## src/rtl/ashift_pkg.sv

```systemverilog
package ashift_pkg;

    typedef enum logic [2:0] {
        CS_SHOUT = 3'b000,
        CS_NEG   = 3'b001,
        CS_ZERO  = 3'b010,
        CS_OVF   = 3'b011,
        CS_GT    = 3'b100,
        CS_GE    = 3'b101,
        CS_RSV6  = 3'b110,
        CS_RSV7  = 3'b111
    } dc_mode_e;

    typedef struct packed {
        logic dc;
        logic n;
        logic z;
        logic v;
        logic gt;
    } stat_flags_t;

endpackage

```

## src/rtl/ashift_core.sv

```systemverilog
module ashift_core #(
    parameter int DATA_W = 40,
    parameter int AMT_W  = 7
) (
    input  logic [DATA_W-1:0] src,
    input  logic [AMT_W-1:0]  amount,
    output logic [DATA_W-1:0] result,
    output logic              shout
);
    logic              amt_neg;
    logic [AMT_W-1:0]  mag;
    logic [DATA_W:0]   left_t;
    logic [DATA_W:0]   right_t;

    assign amt_neg = amount[AMT_W-1];

    always_comb begin
        mag     = amt_neg ? AMT_W'(-amount) : amount;
        left_t  = {1'b0, src} << mag;
        right_t = $unsigned($signed({src, 1'b0}) >>> mag);
        if (mag == '0) begin
            result = src;
            shout  = 1'b0;
        end else if (amt_neg) begin
            result = right_t[DATA_W:1];
            shout  = right_t[0];
        end else begin
            result = left_t[DATA_W-1:0];
            shout  = left_t[DATA_W];
        end
    end
endmodule

```

## src/rtl/ashift_flag_sel.sv

```systemverilog
module ashift_flag_sel
    import ashift_pkg::*;
#(
    parameter int DATA_W = 40
) (
    input  logic [DATA_W-1:0] result,
    input  logic              shout,
    input  logic [2:0]        cond_sel,
    output stat_flags_t       flags
);
    logic     is_neg;
    logic     is_zero;
    dc_mode_e mode;

    assign is_neg  = result[DATA_W-1];
    assign is_zero = (result == '0);
    assign mode    = dc_mode_e'(cond_sel);

    always_comb begin
        flags.n  = is_neg;
        flags.z  = is_zero;
        flags.v  = 1'b0;
        flags.gt = 1'b0;
        unique case (mode)
            CS_SHOUT: flags.dc = shout;
            CS_NEG:   flags.dc = is_neg;
            CS_ZERO:  flags.dc = is_zero;
            default:  flags.dc = 1'b0;
        endcase
    end
endmodule

```

## src/rtl/ashift_stat_reg.sv

```systemverilog
module ashift_stat_reg
    import ashift_pkg::*;
(
    input  logic        clk,
    input  logic        rst_n,
    input  logic        wr_en,
    input  stat_flags_t next_flags,
    output stat_flags_t cur_flags
);
    always_ff @(posedge clk or negedge rst_n) begin
        if (!rst_n)
            cur_flags <= '0;
        else if (wr_en)
            cur_flags <= next_flags;
    end

    assert_hold_on_idle_R7: assert property (@(posedge clk) disable iff (!rst_n)
        !wr_en |=> cur_flags == $past(cur_flags));
endmodule

```

## src/rtl/ashift_flag_unit.sv

```systemverilog
module ashift_flag_unit
    import ashift_pkg::*;
#(
    parameter int DATA_W    = 40,
    parameter int AMT_W     = 7,
    parameter int MAX_SHIFT = 32,
    parameter int REG_W     = 3
) (
    input  logic              clk,
    input  logic              rst_n,
    input  logic              op_valid,
    input  logic              op_cond,
    input  logic              op_imm,
    input  logic [REG_W-1:0]  src1_sel,
    input  logic [REG_W-1:0]  dst_sel,
    input  logic [DATA_W-1:0] src_data,
    input  logic [AMT_W-1:0]  amount,
    input  logic [2:0]        cond_sel,
    output logic              res_valid,
    output logic [DATA_W-1:0] res_data,
    output logic [REG_W-1:0]  res_dst,
    output logic              amt_bad,
    output logic              imm_mismatch,
    output logic              flag_dc,
    output logic              flag_n,
    output logic              flag_z,
    output logic              flag_v,
    output logic              flag_gt
);
    localparam int AMT_HI = MAX_SHIFT;
    localparam int AMT_LO = -MAX_SHIFT;

    logic [DATA_W-1:0] shift_res;
    logic              shift_out;
    logic              range_bad;
    logic              sel_clash;
    logic              flag_wr;
    stat_flags_t       new_flags;
    stat_flags_t       cur_flags;

    ashift_core #(.DATA_W(DATA_W), .AMT_W(AMT_W)) u_core (
        .src    (src_data),
        .amount (amount),
        .result (shift_res),
        .shout  (shift_out)
    );

    ashift_flag_sel #(.DATA_W(DATA_W)) u_fsel (
        .result   (shift_res),
        .shout    (shift_out),
        .cond_sel (cond_sel),
        .flags    (new_flags)
    );

    assign flag_wr = op_valid && !op_cond;

    ashift_stat_reg u_stat (
        .clk        (clk),
        .rst_n      (rst_n),
        .wr_en      (flag_wr),
        .next_flags (new_flags),
        .cur_flags  (cur_flags)
    );

    always_comb begin
        range_bad = (int'($signed(amount)) > AMT_HI) || (int'($signed(amount)) < AMT_LO);
        sel_clash = op_imm && (src1_sel != dst_sel);
    end

    always_ff @(posedge clk or negedge rst_n) begin
        if (!rst_n) begin
            res_valid    <= 1'b0;
            res_data     <= '0;
            res_dst      <= '0;
            amt_bad      <= 1'b0;
            imm_mismatch <= 1'b0;
        end else begin
            res_valid    <= op_valid;
            amt_bad      <= op_valid && range_bad;
            imm_mismatch <= op_valid && sel_clash;
            if (op_valid) begin
                res_data <= shift_res;
                res_dst  <= dst_sel;
            end
        end
    end

    assign flag_dc = cur_flags.dc;
    assign flag_n  = cur_flags.n;
    assign flag_z  = cur_flags.z;
    assign flag_v  = cur_flags.v;
    assign flag_gt = cur_flags.gt;

    assert_zero_pass_R3: assert property (@(posedge clk) disable iff (!rst_n)
        op_valid && amount == '0 |=> res_data == $past(src_data));

    assert_cond_keeps_flags_R7: assert property (@(posedge clk) disable iff (!rst_n)
        op_valid && op_cond |=> $stable({flag_dc, flag_n, flag_z, flag_v, flag_gt}));

    assert_n_tracks_result_R11: assert property (@(posedge clk) disable iff (!rst_n)
        op_valid && !op_cond |=> flag_n == res_data[DATA_W-1] && flag_z == (res_data == '0));

    assert_v_gt_clear_R11: assert property (@(posedge clk) disable iff (!rst_n)
        !flag_v && !flag_gt);

    assert_bad_amount_R4: assert property (@(posedge clk) disable iff (!rst_n)
        op_valid && amount == AMT_W'(MAX_SHIFT + 1) |=> amt_bad);

    assert_imm_clash_R5: assert property (@(posedge clk) disable iff (!rst_n)
        op_valid && op_imm && src1_sel != dst_sel |=> imm_mismatch);

    assert_dst_follows_R1: assert property (@(posedge clk) disable iff (!rst_n)
        op_valid |=> res_valid && res_dst == $past(dst_sel));
endmodule

```

## config.mk

```make
export PLATFORM = sky130hd
export DESIGN_NAME = ashift_flag_unit
export DESIGN_NICKNAME = d
export VERILOG_FILES = /design/src/rtl/ashift_pkg.sv /design/src/rtl/ashift_core.sv /design/src/rtl/ashift_flag_sel.sv /design/src/rtl/ashift_stat_reg.sv /design/src/rtl/ashift_flag_unit.sv
export SDC_FILE = /design/constraint.sdc
export NUM_CORES = 1
export LEC_CHECK = 0
export BUFFER_PORTS_ARGS = -buffer_cell sky130_fd_sc_hd__buf_2
export CORE_ASPECT_RATIO = 1.75
export CORE_UTILIZATION = 55
export DETAILED_ROUTE_END_ITERATION = 8
export GPL_TIMING_DRIVEN = 0
export MAX_ROUTING_LAYER = met4
export PLACE_DENSITY = 0.79
export SYNTH_ARGS = -nofsm -noshare
export SYNTH_HDL_FRONTEND = slang
export SYNTH_SLANG_ARGS = --single-unit
```

## constraint.sdc

```tcl
create_clock -name clk -period 3.1 [get_ports clk]
set_clock_uncertainty 0.2 [all_clocks]
set_input_delay 0.155 -clock clk [delete_from_list [all_inputs] [get_ports clk]]
set_output_delay 0.155 -clock clk [all_outputs]
set_load 0.005 [all_outputs]
```

==> results of run 1 <==
metal layers:
layer / overflow / track usage, %
met1: 3 / 80.9
met2: 155 / 98.0
met3: 12 / 59.0
met4: 109 / 77.1
met5: - / -
synth_stat cells (22+ instances only):
cell,n,area share (%)
a21oi_1,54,3.4
a31oi_1,28,2.2
buf_2,35,2.2
clkbuf_1,24,1.1
dfrtp_1,49,16
mux2_2,79,11
mux2i_1,177,22
nand2_1,82,3.9
nand3_1,25,1.6
nor2_1,60,2.8
nor3_1,22,1.4
o21ai_0,32,2.0
cells by family after synthesis:
| family | after synthesis | share of synthesized area (%) |
|---|---|---|
| AOI/OAI and AO/OA | 273 | 24.2 |
| xor gates and xnor gates | 7 | 1.25 |
| adders and majority gates | 1 | 0.158 |
| buffers and inverters | 95 | 6.12 |
| DFF | 49 | 15.5 |
| muxes | 273 | 38.4 |
| other | 1 | 0.0474 |
| and+or+nand+nor | 238 | 14.3 |
timing repair:
| item | 4_1_cts |
|---|---|
| hold buffers | 7 |
| hold endpoints to repair | 54 |
| resized for setup | 178 |
| setup buffers | 64 |
| cloned | 1 |
| pin swaps | 29 |
| endpoints found under the setup margin | 43 |
metrics by stage:
| stage | cell area, µm² | TNS [ns] |
|---|---|---|
| after floorplan | 8350 | -4.51 |
| after global placement | 9100 | -42.45 |
| after detailed placement | 9100 | -42.19 |
| after CTS | 10800 | -2.20 |
==> results.ini, run 1 <==
[floorplan]
die_x_um=92.7
die-height_um=161
initial_core_util_pct=56.6
ios=112
fp-row-count=57

[synthesis]
synth_edf_count=0
yosys_register_bits=49
ys.flop_type=dfrtp_1
syn_avg_cell_area_um2=8.44
synth_area_um2=7910
ys_warn_count=0
yosysUniqueCellTypes=87
synthArstFlopShare_pct=100
synthCells=937
ys_seq_area_share_pct=15.5

[clock_tree]
ctsRootBufferMaster=clkbuf_16
numCtsBuffers=5
htree_levels=2
clock-sinks=49
cts_buffer_depth=2

[placement]
gp_congestion=1.26
dp_hpwl_um=34300
place_inst=1220
io_buffer_count=105
post-place-ws_ns=-2.21

[grt]
grt_pass1_vias=12300
grt-ovfl-total=279
grtUsageTotal_pct=80.8
grt_pass1_wl_um=87700
grt_max_degree=50

[status]
haltStage=global routing
status=did not finish
error=[ERROR GRT-0116] Global routing finished with congestion. Check the congestion regions in the DRC Viewer.

==> inputs of run 2 (changes only) <==
--- a/config.mk
+++ b/config.mk
@@ -6,12 +6,10 @@
 export NUM_CORES = 1
 export LEC_CHECK = 0
 export BUFFER_PORTS_ARGS = -buffer_cell sky130_fd_sc_hd__buf_2
-export CORE_ASPECT_RATIO = 1.75
-export CORE_UTILIZATION = 55
+export CORE_UTILIZATION = 40
 export DETAILED_ROUTE_END_ITERATION = 8
 export GPL_TIMING_DRIVEN = 0
-export MAX_ROUTING_LAYER = met4
-export PLACE_DENSITY = 0.79
+export PLACE_DENSITY_LB_ADDON = 0.15
 export SYNTH_ARGS = -nofsm -noshare
 export SYNTH_HDL_FRONTEND = slang
 export SYNTH_SLANG_ARGS = --single-unit
==> run 2 against run 1 <==
  * The flow now finishes, with violations (design-rule violations, negative setup slack)
  * Synthesized cell count unchanged
  * Synthesized area unchanged
==> results.ini, run 2 <==
[status]
status=complete, but fails checks
violations=design-rule violations, negative setup slack

[detailed_routing]
avgRoutedWirePerCell_um=36.8
drtIter0Drc=1870
drt_wl_total_um=53400
drc=5
ant_nets=0
dr_total_vias=11000
via_per_inst=7.59
drtPass1Iterations=9

[sta]
tightest_slew_ns=1.10
fin_crit_sh_pct=137
rsz0062_at_grt=true
fin_tns_setup_ns=-7.15
hold_ws_ns=0.0221
timing.final.crit_period_ns=4.23
timing.fmax_ghz=0.236
slew_viol_final=0
fin_ws_ns=-1.13
finalSetupViolCount=36
hold_violations=0
relSlewSlack_pct=26.4

[grt]
grt_pass1_vias=9730
grtUsageTotal_pct=48.4
grt_max_degree=50
grt_pass1_wl_um=69400
antenna_found_initial=3
grt-ovfl-total=0

[synthesis]
netlist.top_cell.by_area=mux2i_1
ys_warn_count=0  ; unchanged
synthCells=937  ; unchanged
yosys_register_bits=49  ; unchanged
synth_top_area_share_pct=22.4  ; unchanged
synthTopCellsByArea=mux2i_1, dfrtp_1, mux2_2, mux4_2, nand2_1
syn_avg_cell_area_um2=8.44  ; unchanged
synth_top_family_by_area=multiplexers
ys.flop_type=dfrtp_1
synth_edf_count=0  ; unchanged
synth-simple-area-share_pct=14.3  ; unchanged
synth_compound_area_share_pct=24.2  ; unchanged
synth_commonest_cells=mux2i_1, nand2_1, mux2_2, nor2_1, a21oi_1
synth_area_um2=7910  ; unchanged
synthMuxAreaShare_pct=38.4  ; unchanged
yosysUniqueCellTypes=87  ; unchanged
yosys.area_share.adder_pct=0.158  ; unchanged
ys_seq_area_share_pct=15.5  ; unchanged
synth.most_common_cell=mux2i_1
synth_xor_area_share_pct=1.25  ; unchanged
synthArstFlopShare_pct=100  ; unchanged

[setup_path]
critPathKind=in -> reg
r2r_start=u_stat.cur_flags[4]
r2r_cells=3
arrival_ns=4.27
crit_fanout=6
cp.required_ns=3.14
startpoint_type=input pin
reg2reg_slack_ns=1.93
r2r-end=u_stat.cur_flags[4]
crit_path_end_kind=register

[worst_hold_path]
whs_endpoint=u_stat.cur_flags[4]
hold_class=in -> reg
hp-start=cond_sel[1]
min_path_cells=3

[clock_tree]
clkSlewWorstSetupHoldPaths_ns=0.07
ctsRootBufferMaster=clkbuf_16
cts_buffer_depth=2  ; unchanged
numCtsBuffers=5  ; unchanged
tritoncts=yes
clk_latency_ns=0.29
htree_levels=2  ; unchanged
clock-sinks=49  ; unchanged

[power]
peakVddDrop_mv=0.270
total_power_w=0.00495
p_per_area_nw_per_um2=400
leakage_nw=5.08

[floorplan]
initial_core_util_pct=40.8  ; -16 points
die_x_um=143  ; +54%
die-height_um=143  ; -11%
ios=112  ; unchanged
die-area_um2=20300
fp-row-count=51  ; -11%
coreArea_um2=19400

[layout]
layout_commonest_cell=buf_2
final_cell_mix=buf_2, buf_4, mux2i_1, nand2_1
largest-register=res_data
syn_to_final_growth_pct=56.4
reg.largest.list=res_data (40), res_dst (3), u_stat.cur_flags (3)
fin_area_um2=12400
fin_cells=1451
drive_gt1_share_pct=52.3
largest_reg_flops=40
nets=1245

[flow_run]
maxCapViolCount=0

[placement]
io_buffer_count=105  ; unchanged
place_inst=1308  ; +7.2%
placement.cell_area_um2=9210  ; +1.2%
dp_hpwl_um=36200  ; +5.6%
gp_congestion=1.07  ; -15%

==> run 2: cell counts after synthesis <==
Identical to the previous run, type by type.
==> run 2: layer usage <==
metal	track usage (%)	wire length, µm
met2	68.7	20200
met3	18.5	8920
met5	0	149
met4	30.5	5200
met1	61.2	18900
==> run 2: timing repair <==
item                                    CTS  global route
setup buffers                            67            60
hold buffers                              7             0
cloned                                    2             2
pin swaps                                32            28
endpoints found under the setup margin   43            41
resized for setup                       218           167
endpoints found under the hold margin    54             0
==> run 2: critical path: stages <==
cell and delay (ns):
buf_12 0.12, buf_12 0.12, buf_12 0.11, buf_12 0.12, inv_16 0.06, ha_4 0.21, mux2_4 0.30, buf_12 0.15
buf_16 0.14, buf_12 0.14, mux2i_2 0.23, mux2i_4 0.44, mux2i_2 0.25, a211o_1 0.39, a2111oi_4 0.48, nand4_1 0.23
nor4_4 0.38, mux2_4 0.21
==> run 2: report_power, final <==
group	switching, W	internal, W
logic	0.00208	0.00149
clock network	0.000272	0.000310
registers	0.0000555	0.000743
total	0.00241	0.00255
==> run 2: area by class of cell <==
cell class	count	area, µm²
multi-input cells	794	7910
clock buffers	5	125
diodes	2	5.00
repair buffers	241	1840
flip-flops and latches	49	1230
clock inverters	3	28.8
plain buffers	81	847
fillers	1642	7030
well taps	265	332
inverters	11	60.1
==> run 2: cells by family (layout without fill, tap and decap cells) <==
| logic type | Yosys count | after routing |
|---|---|---|
| buf+inv | 95 | 341 |
| other cells | 1 | 4 |
| simple gates | 238 | 238 |
| fa+ha+maj | 1 | 1 |
| flops | 49 | 49 |
| xor+xnor | 7 | 7 |
| compound gates | 273 | 273 |
| mux | 273 | 273 |
==> run 2: worst max path at each step <==
stage | from | to | slack (ns) | cells past startpoint
global placement | amount[0] | u_stat.cur_flags[2] | -2.85 | 18
CTS | amount[0] | u_stat.cur_flags[2] | -0.90 | 17
floorplan | amount[0] | u_stat.cur_flags[2] | -0.79 | 19
global route | amount[0] | u_stat.cur_flags[2] | -1.11 | 18
detailed placement | amount[0] | u_stat.cur_flags[2] | -2.72 | 18
finish | amount[0] | u_stat.cur_flags[2] | -1.13 | 18
==> run 2: stage by stage <==
stage	utilization (%)	setup WS (ns)
floorplan	-	-0.789
global placement	47.5	-2.85
detailed placement	47.5	-2.72
CTS	57.1	-0.900
global route	63.8	-1.11
finish	63.8	-1.13
Power figures use the tool's default switching activity.
